--- src/rtl/pmeto_pkg.sv ---
// Package: shared types for the turn-off handshake controller.
// Assumes: imported by every module of the block.
package pmeto_pkg;
    localparam int SEL_W = 2;

    typedef enum logic [1:0] {
        ST_IDLE = 2'd0,
        ST_SEND = 2'd1,
        ST_WAIT = 2'd2
    } seq_state_t;
endpackage

--- src/rtl/pmeto_cfg_regs.sv ---
// Module: control fields and sticky timeout status.
// Assumes: a write loads the disable and select fields every time;
// a timeout set on the same edge as a clear wins.
module pmeto_cfg_regs
    import pmeto_pkg::*;
(
    input  logic             clk,
    input  logic             rst_n,
    input  logic             wr_en,
    input  logic             wr_tmo_dis,
    input  logic [SEL_W-1:0] wr_tmo_sel,
    input  logic             wr_tmo_clr,
    input  logic             set_tmo,
    output logic             tmo_dis_q,
    output logic [SEL_W-1:0] tmo_sel_q,
    output logic             tmo_sts_q
);
    // Load the disable and select fields on a write.
    always_ff @(posedge clk) begin
        if (!rst_n) begin
            tmo_dis_q <= 1'b0;
            tmo_sel_q <= '0;
        end else if (wr_en) begin
            tmo_dis_q <= wr_tmo_dis;
            tmo_sel_q <= wr_tmo_sel;
        end
    end

    // Sticky status: set by the timer, cleared by a write of 1.
    always_ff @(posedge clk) begin
        if (!rst_n)
            tmo_sts_q <= 1'b0;
        else if (set_tmo)
            tmo_sts_q <= 1'b1;
        else if (wr_en && wr_tmo_clr)
            tmo_sts_q <= 1'b0;
    end
endmodule

--- src/rtl/pmeto_timer.sv ---
// Module: acknowledge wait timer.
// Counts us_tick pulses while run is high and flags expiry on the
// tick that reaches the selected limit.
// Assumes: every limit is at least 1; the counter restarts whenever
// run drops.
module pmeto_timer
    import pmeto_pkg::*;
#(
    parameter int TICKS_1MS  = 1000,
    parameter int TICKS_10MS = 10000,
    parameter int TICKS_50MS = 50000,
    parameter int TICKS_TEST = 16
) (
    input  logic             clk,
    input  logic             rst_n,
    input  logic             run,
    input  logic             tick,
    input  logic             dis,
    input  logic [SEL_W-1:0] sel,
    output logic             expire
);
    localparam int MAX_A = (TICKS_1MS > TICKS_10MS) ? TICKS_1MS : TICKS_10MS;
    localparam int MAX_B = (TICKS_50MS > TICKS_TEST) ? TICKS_50MS : TICKS_TEST;
    localparam int MAX_T = (MAX_A > MAX_B) ? MAX_A : MAX_B;
    localparam int CNT_W = $clog2(MAX_T + 1);
    localparam logic [CNT_W-1:0] CNT_MAX = {CNT_W{1'b1}};

    logic [CNT_W-1:0] cnt_q;
    logic [CNT_W-1:0] last_cnt;

    // Pick the count value whose tick ends the wait.
    always_comb begin
        unique case (sel)
            2'd0:    last_cnt = CNT_W'(TICKS_1MS - 1);
            2'd1:    last_cnt = CNT_W'(TICKS_10MS - 1);
            2'd2:    last_cnt = CNT_W'(TICKS_50MS - 1);
            default: last_cnt = CNT_W'(TICKS_TEST - 1);
        endcase
    end

    // Expiry is the limit-th tick of this wait with the timeout enabled.
    always_comb expire = run && !dis && tick && (cnt_q == last_cnt);

    // Count ticks during the wait, saturating, and restart when idle.
    always_ff @(posedge clk) begin
        if (!rst_n || !run)
            cnt_q <= '0;
        else if (tick && cnt_q != CNT_MAX)
            cnt_q <= cnt_q + 1'b1;
    end
endmodule

--- src/rtl/pmeto_seq.sv ---
// Module: turn-off handshake sequencer.
// States: idle, sending (transmit request held), waiting for the
// acknowledge.
// Assumes: an acknowledge and an expiry on the same edge resolve in
// favour of the acknowledge.
module pmeto_seq
    import pmeto_pkg::*;
(
    input  logic       clk,
    input  logic       rst_n,
    input  logic       start,
    input  logic       tx_sent,
    input  logic       ack,
    input  logic       expire,
    output seq_state_t state_q,
    output logic       done_q,
    output logic       set_tmo
);
    // A timeout is recorded only when no acknowledge arrives on that edge.
    always_comb set_tmo = (state_q == ST_WAIT) && !ack && expire;

    // Advance the handshake.
    always_ff @(posedge clk) begin
        if (!rst_n) begin
            state_q <= ST_IDLE;
        end else begin
            unique case (state_q)
                ST_IDLE: if (start)   state_q <= ST_SEND;
                ST_SEND: if (tx_sent) state_q <= ST_WAIT;
                ST_WAIT: if (ack || expire) state_q <= ST_IDLE;
                default: state_q <= ST_IDLE;
            endcase
        end
    end

    // One-cycle completion pulse for an acknowledge during the wait.
    always_ff @(posedge clk) begin
        if (!rst_n)
            done_q <= 1'b0;
        else
            done_q <= (state_q == ST_WAIT) && ack;
    end
endmodule

--- src/rtl/pme_turnoff_ctrl.sv ---
// Module: top of the turn-off handshake controller.
// Joins the control fields, the sequencer and the wait timer.
// Assumes: us_tick is a one-cycle pulse per microsecond; the
// transmitter holds off tx_sent until tx_req is seen.
module pme_turnoff_ctrl
    import pmeto_pkg::*;
#(
    parameter int TICKS_1MS  = 1000,
    parameter int TICKS_10MS = 10000,
    parameter int TICKS_50MS = 50000,
    parameter int TICKS_TEST = 16
) (
    input  logic       clk,
    input  logic       rst_n,
    input  logic       us_tick,
    input  logic       wr_en,
    input  logic       wr_send,
    input  logic       wr_tmo_dis,
    input  logic [1:0] wr_tmo_sel,
    input  logic       wr_tmo_clr,
    input  logic       tx_sent,
    input  logic       ack_rcvd,
    output logic       send_bit,
    output logic       tmo_dis,
    output logic [1:0] tmo_sel,
    output logic       tmo_sts,
    output logic       tx_req,
    output logic       done
);
    seq_state_t state;
    logic       expire;
    logic       set_tmo;

    pmeto_cfg_regs u_cfg (
        .clk        (clk),
        .rst_n      (rst_n),
        .wr_en      (wr_en),
        .wr_tmo_dis (wr_tmo_dis),
        .wr_tmo_sel (wr_tmo_sel),
        .wr_tmo_clr (wr_tmo_clr),
        .set_tmo    (set_tmo),
        .tmo_dis_q  (tmo_dis),
        .tmo_sel_q  (tmo_sel),
        .tmo_sts_q  (tmo_sts)
    );

    pmeto_seq u_seq (
        .clk     (clk),
        .rst_n   (rst_n),
        .start   (wr_en && wr_send),
        .tx_sent (tx_sent),
        .ack     (ack_rcvd),
        .expire  (expire),
        .state_q (state),
        .done_q  (done),
        .set_tmo (set_tmo)
    );

    pmeto_timer #(
        .TICKS_1MS  (TICKS_1MS),
        .TICKS_10MS (TICKS_10MS),
        .TICKS_50MS (TICKS_50MS),
        .TICKS_TEST (TICKS_TEST)
    ) u_tmr (
        .clk    (clk),
        .rst_n  (rst_n),
        .run    (state == ST_WAIT),
        .tick   (us_tick),
        .dis    (tmo_dis),
        .sel    (tmo_sel),
        .expire (expire)
    );

    // The send bit reads 1 exactly while the message is pending.
    always_comb send_bit = (state == ST_SEND);
    always_comb tx_req   = (state == ST_SEND);
endmodule

--- config.mk ---
export PLATFORM = sky130hd
export DESIGN_NAME = pme_turnoff_ctrl
export DESIGN_NICKNAME = d
export VERILOG_FILES = /design/src/rtl/pmeto_pkg.sv /design/src/rtl/pmeto_cfg_regs.sv /design/src/rtl/pmeto_timer.sv /design/src/rtl/pmeto_seq.sv /design/src/rtl/pme_turnoff_ctrl.sv
export SDC_FILE = /design/constraint.sdc
export NUM_CORES = 1
export LEC_CHECK = 0
export ABC_AREA = 1
export ABC_CLOCK_PERIOD_IN_PS = 1700
export BUFFER_PORTS_ARGS = -buffer_cell sky130_fd_sc_hd__buf_2
export CAP_MARGIN = 20
export CORE_ASPECT_RATIO = 0.75
export CORE_MARGIN = 4
export CORE_UTILIZATION = 51
export CTS_CLUSTER_SIZE = 8
export DETAILED_ROUTE_END_ITERATION = 10
export GPL_ROUTABILITY_DRIVEN = 0
export GPL_TIMING_DRIVEN = 0
export PLACE_DENSITY = 0.76
export SLEW_MARGIN = 25
export SYNTH_ARGS = -nofsm -noshare
export SYNTH_HDL_FRONTEND = slang
export SYNTH_HIERARCHICAL = 1
export SYNTH_SLANG_ARGS = --single-unit
--- constraint.sdc ---
create_clock -name clk -period 1.7 [get_ports clk]
set_clock_uncertainty 0.2 [all_clocks]
set_input_delay 0.085 -clock clk [delete_from_list [all_inputs] [get_ports clk]]
set_output_delay 0.085 -clock clk [all_outputs]
set_load 0.01 [all_outputs]
==> metrics, run 1 <==
Clk pin slew, worst setup/hold paths=0.08 ns; DRT iter0 DRCs=197; most used cell along the critical path=nor2_2; initial antenna violation count=0; CTS tree=yes; Slew Viols, Final=0; Seq/Total Area, Yosys=0.3292; CP delay by family, top=simple AND/OR/NAND/NOR gates; DRC violations left=0; critical-path cell list=inv_1, nor2_2, nand3_2, nor3_2, nand3_1, nor2_2, nand2_1, nor2_2, inv_1, a21oi_2; largest net degree at the start of global routing=13; Starting Density=0.5334; first-pass GRT wire length=between 6000 and 7000 um; min cycle time layout=1.732 ns; final-report hold violation count=0; grt peak-use layer=met2; RSZ-0062 raised after global routing=true; Synth Flop Type=dfxtp_1; Register Area=roughly 500 um2; share of flip-flops with an asynchronous set or reset=0; routed len/inst=13.73 um; placed cells=275; Multi-input gate area=slightly below 900 um2; worst hold start=us_tick; end of the worst hold path=u_tmr/cnt_q[2]$_SDFFE_PP0P_; all-layer global routing usage=0.2285; reg2reg start=u_seq/state_q[1]$_SDFFE_PN0P_; CP max FO=4; post-synth top area cell=dfxtp_1; # fillers=206; row cnt=16; crit path kind=reg2reg; Setup TNS=-0.03233 ns; drt pass-1 iters=6; Cell variety after synth=26; H-tree Lvls=1; dpl ws=-0.1482 ns; Mean Syn Cell Area=approximately 6.3 um2; failing checks=setup timing; achievable frequency=577.3 MHz; antenna-violating nets left=0; full die area=0.003653 mm2; HP Class=in2reg; Rel. slew slack=0.8209; Worst-Skew Late Latency=roughly 0.26 ns; Syn Std Cell Area=0.001399 mm2; Die Y=53.36 um; Final period util=1.019; grt total ovfl=0; Post-Route Utilization=0.7028; PortBufs=17; via/cell ratio=5.376; Sinks on Clock Net=23; Global Route met2 Usage=0.3391; largest cells by area after synthesis=dfxtp_1, nor2_1, nand2_1; Yosys reg bits=23; crit-path max cell delay=0.35 ns; Syn Inst Count=222; final WL=approximately 4100 um; CTS root buffer=clkbuf_8; met3 usage=0.05308; status=complete, but fails checks; number of global-route vias before repair=1353; DP Wirelength=2381 um; Worst Path Buf+Inv=2; worst reg2reg endpoint=u_cfg/tmo_sts_q$_SDFFE_PN0P_; Arr. time, crit path=around 1.7 ns; crit end category=flip-flop; routed vias=1602; peak supply drop=0.5571 mV; Worst setup SP type=flip-flop; Worst Slack Setup Final=-0.03233 ns; Yosys Warn Count=6; PD cells=536.8 mW/mm2; Ant. Diodes=0; Hold Crit Depth=4; top-level I/O count=18; CTS max path bufs=2; CP max stage cell=dfxtp_2; Core Area=0.002623 mm2; Worst EP required=1.70 ns; max-cap violations=0; met1 global-route usage=0.3190; count leader, synth=nor2_1; EDFF count, synth=0; Inserted Clock Buffers=3; Net count, final=275; layout cell share with drive strength beyond 1=0.2824; Synth top area share=0.3292; Commonest cells post-synth=nor2_1, nand2_1, inv_1, dfxtp_1, nand3_1; Die X=68.48 um; placed inst area=around 0.0015 mm2; non-filler instance count after layout=298; P_leak=0.7118 nW; R2R depth=10; synth-to-layout area growth=31.75%; Post-Layout Inst Area=0.001843 mm2; Synth Net Count=234; Least-Margin Pin Slew=0.2684 ns; R2R Setup Slk=-0.03 ns; Setup-failing EPs final=1
[worst min-delay path, cell delays in order]
cell and delay, ns:
buf_2 0.13, o21ai_1 0.10, a21oi_1 0.05, nor2_1 0.07
[metal layers]
| layer | part of all wire | vias to the layer above |
|---|---|---|
| li1 | - | 794 |
| met1 | 0.43 | 690 |
| met2 | 0.45 | 88 |
| met3 | 0.079 | 30 |
| met4 | 0.048 | 0 |
| met5 | 0 | - |
[final cells by class]
cell class | instances | area share
timing repair buffer | 36 | 0.1412
sequential | 23 | 0.2641
multi-input combinational | 170 | 0.4779
tap | 36 | 0.02444
buffer | 4 | 0.01697
inverter | 25 | 0.05092
clock buffer | 4 | 0.02444
[logic make-up after synthesis]
kind of cell / Yosys count / share of synthesized area
AND/OR/NAND/NOR: 141 / 0.4678
adder cells (fa/ha/maj): 1 / 0.008943
flip-flops: 23 / 0.3292
buffers and inverters: 29 / 0.08766
AO/OA/AOI/OAI: 28 / 0.1064
[timing repair]
| item | CTS | global route |
|---|---|---|
| pin swaps | 2 | 11 |
| setup endpoints to repair | 11 | 17 |
| setup buffers | 3 | 3 |
| gates resized for setup | 5 | 30 |
| hold endpoints to repair | 7 | 0 |
| hold buffers | 13 | 0 |
[sequential cells by signal (all words and copies together), names as in the netlist]
name and flops:
u_cfg/tmo_dis_q 1, u_cfg/tmo_sel_q 2, u_cfg/tmo_sts_q 1, u_seq/done_q 1
u_seq/state_q 2, u_tmr/cnt_q 16
[how the worst max path moves through the flow]
stage	startpoint	end	slack, ns	cells after the start
final	u_seq/state_q[1]$_SDFFE_PN0P_	u_cfg/tmo_sts_q$_SDFFE_PN0P_	-0.03	10
after CTS	u_tmr/cnt_q[0]$_SDFFE_PP0P_	u_cfg/tmo_sts_q$_SDFFE_PN0P_	0.004	9
after global routing	u_seq/state_q[1]$_SDFFE_PN0P_	u_cfg/tmo_sts_q$_SDFFE_PN0P_	-0.10	10
after detailed placement	u_tmr/cnt_q[0]$_SDFFE_PP0P_	u_tmr/cnt_q[15]$_SDFFE_PP0P_	-0.15	7
after floorplan	u_tmr/cnt_q[0]$_SDFFE_PP0P_	u_tmr/cnt_q[15]$_SDFFE_PP0P_	0.1	7
after global placement	u_tmr/cnt_q[0]$_SDFFE_PP0P_	u_tmr/cnt_q[15]$_SDFFE_PP0P_	-0.15	7
[power by group]
group / switching (mW) / internal (mW)
Combinational: 0.0513 / 0.0508
Clock: 0.167 / 0.167
Sequential: 0.0114 / 0.542
[stage by stage]
step	hold WS [ns]	total power [mW]
final	0.008979	0.9894
after global routing	0.01971	1.042
after detailed placement	0.1151	0.6401
after CTS	0.01068	0.9964
after global placement	0.1053	0.6401
after floorplan	-0.005781	0.6084
[cells in the final DEF, fill, tap and decap left out, drive strengths merged]
master,synthesis,final
nand3b,1,1
nor2,60,60
nand3,22,22
inv,25,25
o22ai,2,2
nand4,6,6
nor3,4,4
dfxtp,23,23
nand2,47,47
ha,1,1
a21o,1,1
clkbuf,0,5
buf,4,26
o21ai,8,8
dlygate4sd3,0,13
a21oi,17,17
or2,1,1
Note: power is estimated with default switching activity, not from simulation.
==> inputs of run 2 (changes only) <==
CAP_MARGIN = 30   (was 20)
CORE_UTILIZATION = 53   (was 51)
CTS_BUF_LIST = sky130_fd_sc_hd__clkbuf_8   (was default)
PLACE_DENSITY = 0.78   (was 0.76)
==> metrics, run 2 (synthesis gave the netlist of run 1 again) <==
routed len/inst=12.25 um; most used cell along the critical path=dlygate4sd3_1; Slew Viols, Final=0; Starting Density=0.5823; achievable frequency=614.4 MHz; Post-Layout Inst Area=0.001839 mm2; Die X=just under 70 um; top-level I/O count=18; Inserted Clock Buffers=3; commonest non-fill, non-tap cell in the layout=nor2_1; grt total ovfl=0; layout cell share with drive strength beyond 1=0.2700; H-tree Lvls=1; min cycle time layout=1.628 ns; antenna-violating nets left=0; Sinks on Clock Net=23; max-cap violations=0; status=complete, no violations; DRT iter0 DRCs=roughly 130; routed vias=1565; Arr. time, crit path=1.63 ns; max FFs per register=16; Setup TNS=0 ns; CP max stage cell=dlygate4sd3_1; Post-Route Utilization=0.7656; DRC violations left=0; PD cells=534.7 mW/mm2; full die area=0.003534 mm2; drt pass-1 iters=4; CP delay by family, top=buffers and inverters; DP Wirelength=between 2000 and 2500 um; largest net degree at the start of global routing=13; P_leak=0.7194 nW; CTS max path bufs=2; Pwr Total=0.9834 mW; Worst Path Buf+Inv=4; number of global-route vias before repair=~1300; HP Class=in2reg; Ant. Diodes=0; crit end category=flip-flop; Final period util=0.9574; synth-to-layout area growth=31.48%; Core Area=0.002402 mm2; Multi-input gate area=873.3 um2; crit-path max cell delay=approximately 0.56 ns; R2R depth=6; most frequent cells in the layout=nor2_1, nand2_1, inv_1; Clk pin slew, worst setup/hold paths=~0.08 ns; RSZ-0062 raised after global routing=true; PortBufs=17; initial antenna violation count=0; Levels on crit path=6; critical-path cell list=dlygate4sd3_1, buf_4, inv_1, nor2_2, dlygate4sd3_1, nor2_1; Register Area=485.5 um2; peak supply drop=roughly 0.57 mV; via/cell ratio=5.269; CTS root buffer=clkbuf_8; Rel. slew slack=0.8126; Worst-Skew Late Latency=0.26 ns; Worst EP required=1.70 ns; CTS tree=yes; final WL=3639 um; # fillers=between 150 and 200; crit path kind=in2reg; placed inst area=between 0.0015 and 0.002 mm2; final-report hold violation count=0; Net count, final=276; Least-Margin Pin Slew=~0.28 ns; Hold Crit Depth=4; largest registers=u_tmr/cnt_q x16, u_cfg/tmo_sel_q x2, u_seq/state_q x2; CP max FO=6; all-layer global routing usage=0.2272; Setup-failing EPs final=0; Die Y=52.49 um; Worst setup SP type=input pin; register name with the most flops=u_tmr/cnt_q; row cnt=15; first-pass GRT wire length=6009 um
[run 2: cell type report]
class,count,area share
plain buffers,4,0.01565
clock buffers,3,0.02245
clock inverters,1,0.002041
inverters,25,0.05102
multi-input cells,170,0.4748
flip-flops and latches,23,0.2639
well taps,34,0.02313
repair buffers,37,0.1469
[run 2: power by group]
part           internal (mW)  switching (mW)  total [mW]  leakage (nW)
clock network          0.161           0.166       0.328        0.0269
logic                 0.0521          0.0519       0.104         0.500
registers              0.540          0.0120       0.552         0.192
total                  0.753           0.230       0.983         0.719
[run 2: timing repair]
action / in CTS / in global routing
setup endpoints to repair: 11 / 19
hold buffers: 13 / 0
gates resized for setup: 3 / 31
gates cloned: 0 / 0
hold endpoints to repair: 7 / 0
buffers inserted: 3 / 4
pin swaps: 2 / 13
[run 2: through the flow]
stage               worst slack, ns  hold WS, ns  std cells
finish                      0.07241      0.03217        297
global route               -0.01964      0.08756        297
CTS                         0.01202      0.03115        293
detailed placement          -0.1259       0.1121        273
global placement            -0.1368       0.1074        273
floorplan                   0.09661    -0.005781        222
[run 2: worst min-delay path, cell delays in order]
cell and delay [ns]:
buf_2 0.14, o21ai_1 0.10, a21oi_1 0.05, nor2_1 0.08
[run 2: routing by layer]
metal | up-vias | share of wire | GRT usage
met5 | - | 0 | 0
met4 | 0 | 0.016 | 0.06397
met3 | 10 | 0.11 | 0.05365
met2 | 79 | 0.42 | 0.3312
met1 | 683 | 0.45 | 0.3290
li1 | 793 | - | -
[run 2: worst paths after layout]
kind	startpoint	endpoint	slack (ns)
max	wr_en	u_cfg/tmo_sel_q[1]$_SDFFE_PN0P_	0.07
max reg2reg	u_tmr/cnt_q[14]$_SDFFE_PP0P_	u_tmr/cnt_q[15]$_SDFFE_PP0P_	0.09
min reg2reg	u_cfg/tmo_sts_q$_SDFFE_PN0P_	u_cfg/tmo_sts_q$_SDFFE_PN0P_	0.30
min	us_tick	u_tmr/cnt_q[2]$_SDFFE_PP0P_	0.03
==> inputs of run 3 (changes only) <==
GPL_TIMING_DRIVEN = 1   (was 0)
==> metrics, run 3 (synthesis gave the netlist of run 1 again) <==
status=complete, no violations; placed inst area=between 0.0015 and 0.002 mm2; CTS tree=yes; Post-Layout Inst Area=0.001846 mm2; synth-to-layout area growth=31.93%; CP max FO=5; HP Class=in2reg; reg2reg start=u_tmr/cnt_q[3]$_SDFFE_PP0P_; drt pass-1 iters=5; Least-Margin Pin Slew=0.2978 ns; Starting Density=0.5823; commonest non-fill, non-tap cell in the layout=nor2_1; Ant. Diodes=0; Arr. time, crit path=1.66 ns; Setup-failing EPs final=0; R2R depth=10; min cycle time layout=1.659 ns; PD cells=approximately 540 mW/mm2; full die area=between 0.003 and 0.004 mm2; top-level I/O count=18; Core Area=0.002402 mm2; crit path kind=reg2reg; grt total ovfl=0; Worst setup SP type=flip-flop; all-layer global routing usage=0.2179; R2R Setup Slk=0.04 ns; # fillers=roughly 200; Worst-Skew Late Latency=between 0.2 and 0.3 ns; max-cap violations=0; Worst EP required=between 1.5 and 2 ns; Die Y=between 50 and 60 um; Clk pin slew, worst setup/hold paths=0.08 ns; max FFs per register=16; first-pass GRT wire length=5754 um; DP Wirelength=2508 um; row cnt=15; Multi-input gate area=approximately 900 um2; most frequent cells in the layout=nor2_1, nand2_1, inv_1; worst reg2reg endpoint=u_cfg/tmo_sts_q$_SDFFE_PN0P_; final WL=3655 um; Sinks on Clock Net=23; Rel. slew slack=0.8012; CTS root buffer=clkbuf_8; Die X=67.32 um; number of global-route vias before repair=1294; routed vias=1528; P_leak=0.7356 nW; routed len/inst=12.31 um; largest registers=u_tmr/cnt_q x16, u_cfg/tmo_sel_q x2, u_seq/state_q x2; Setup Buffers After CTS=0; initial antenna violation count=0; DRT iter0 DRCs=134; placed cells=279; Slew Viols, Final=0; largest net degree at the start of global routing=19; final-report hold violation count=0; layout cell share with drive strength beyond 1=0.2510; RSZ-0062 raised after global routing=true; critical path startpoint=u_tmr/cnt_q[3]$_SDFFE_PP0P_; achievable frequency=602.9 MHz; DRC violations left=0; non-filler instance count after layout=297; register name with the most flops=u_tmr/cnt_q; Net count, final=276; Register Area=roughly 470 um2; Final period util=0.9757; Worst Setup EP=u_cfg/tmo_sts_q$_SDFFE_PN0P_; crit end category=flip-flop; H-tree Lvls=1; antenna-violating nets left=0; via/cell ratio=5.145; PortBufs=17; peak supply drop=0.4186 mV; CTS max path bufs=2; Inserted Clock Buffers=3; Hold Crit Depth=4
==> run 3: repair_timing <==
item | 4_1_cts | 5_1_grt
hold buffers | 13 | 0
endpoints found under the setup margin | 2 | 18
pin swaps | 1 | 4
endpoints found under the hold margin | 7 | 0
resized for setup | 0 | 24
gates cloned | 0 | 1
==> run 3: worst min path at each step <==
stage                  startpoint                               to
floorplan                   rst_n     u_cfg/tmo_sts_q$_SDFFE_PN0P_
global placement    wr_tmo_sel[1]  u_cfg/tmo_sel_q[1]$_SDFFE_PN0P_
detailed placement     wr_tmo_dis     u_cfg/tmo_dis_q$_SDFFE_PN0P_
CTS                       us_tick      u_tmr/cnt_q[2]$_SDFFE_PP0P_
global route              us_tick      u_tmr/cnt_q[2]$_SDFFE_PP0P_
finish                    us_tick      u_tmr/cnt_q[2]$_SDFFE_PP0P_
==> run 3: critical path, stage by stage (launching register included) <==
cell,delay (ns)
dfxtp_2,0.38
inv_1,0.11
nor2_1,0.14
nor2_1,0.08
nor3_2,0.15
nand3_1,0.09
nor2_2,0.11
nand2_1,0.06
nor2_1,0.10
inv_1,0.04
a21oi_1,0.13
==> run 3: layout make-up <==
type / count / area share
clock buffer: 3 / 0.02237
clock inverter: 1 / 0.002034
inverter: 25 / 0.05085
multi-input combinational: 171 / 0.4895
sequential: 23 / 0.2549
tap: 34 / 0.02305
timing repair buffer: 40 / 0.1573
==> run 3: power by group <==
| part | internal, mW | switching [mW] | total, mW |
|---|---|---|---|
| logic | 0.0539 | 0.0531 | 0.107 |
| registers | 0.545 | 0.00925 | 0.554 |
| clock network | 0.161 | 0.165 | 0.326 |
==> run 3: routing by layer <==
| metal | global-route usage | part of all wire | wire [um] | vias up |
|---|---|---|---|---|
| li1 | - | - | - | 804 |
| met1 | 0.3097 | 0.47 | 1727 | 671 |
| met2 | 0.3295 | 0.45 | 1654 | 46 |
| met3 | 0.05150 | 0.059 | 216 | 7 |
| met4 | 0.05051 | 0.016 | 57 | 0 |
| met5 | 0 | 0 | 0 | - |
==> run 3: stage by stage <==
step | setup TNS [ns] | worst slack [ns] | util | hold WS (ns) | power, mW
3_5_place_dp | 0 | 0.0004233 | 0.6547 | 0.1128 | 0.6462
2_1_floorplan | 0 | 0.09661 | - | -0.005781 | 0.6084
6_report | 0 | 0.04137 | 0.7682 | 0.01212 | 0.9877
4_1_cts | 0 | 0.004584 | 0.7276 | 0.05864 | 0.9901
5_1_grt | -0.1981 | -0.1154 | 0.7682 | 0.03231 | 1.029
3_3_place_gp | 0 | 0.03562 | 0.6547 | 0.1092 | 0.6461
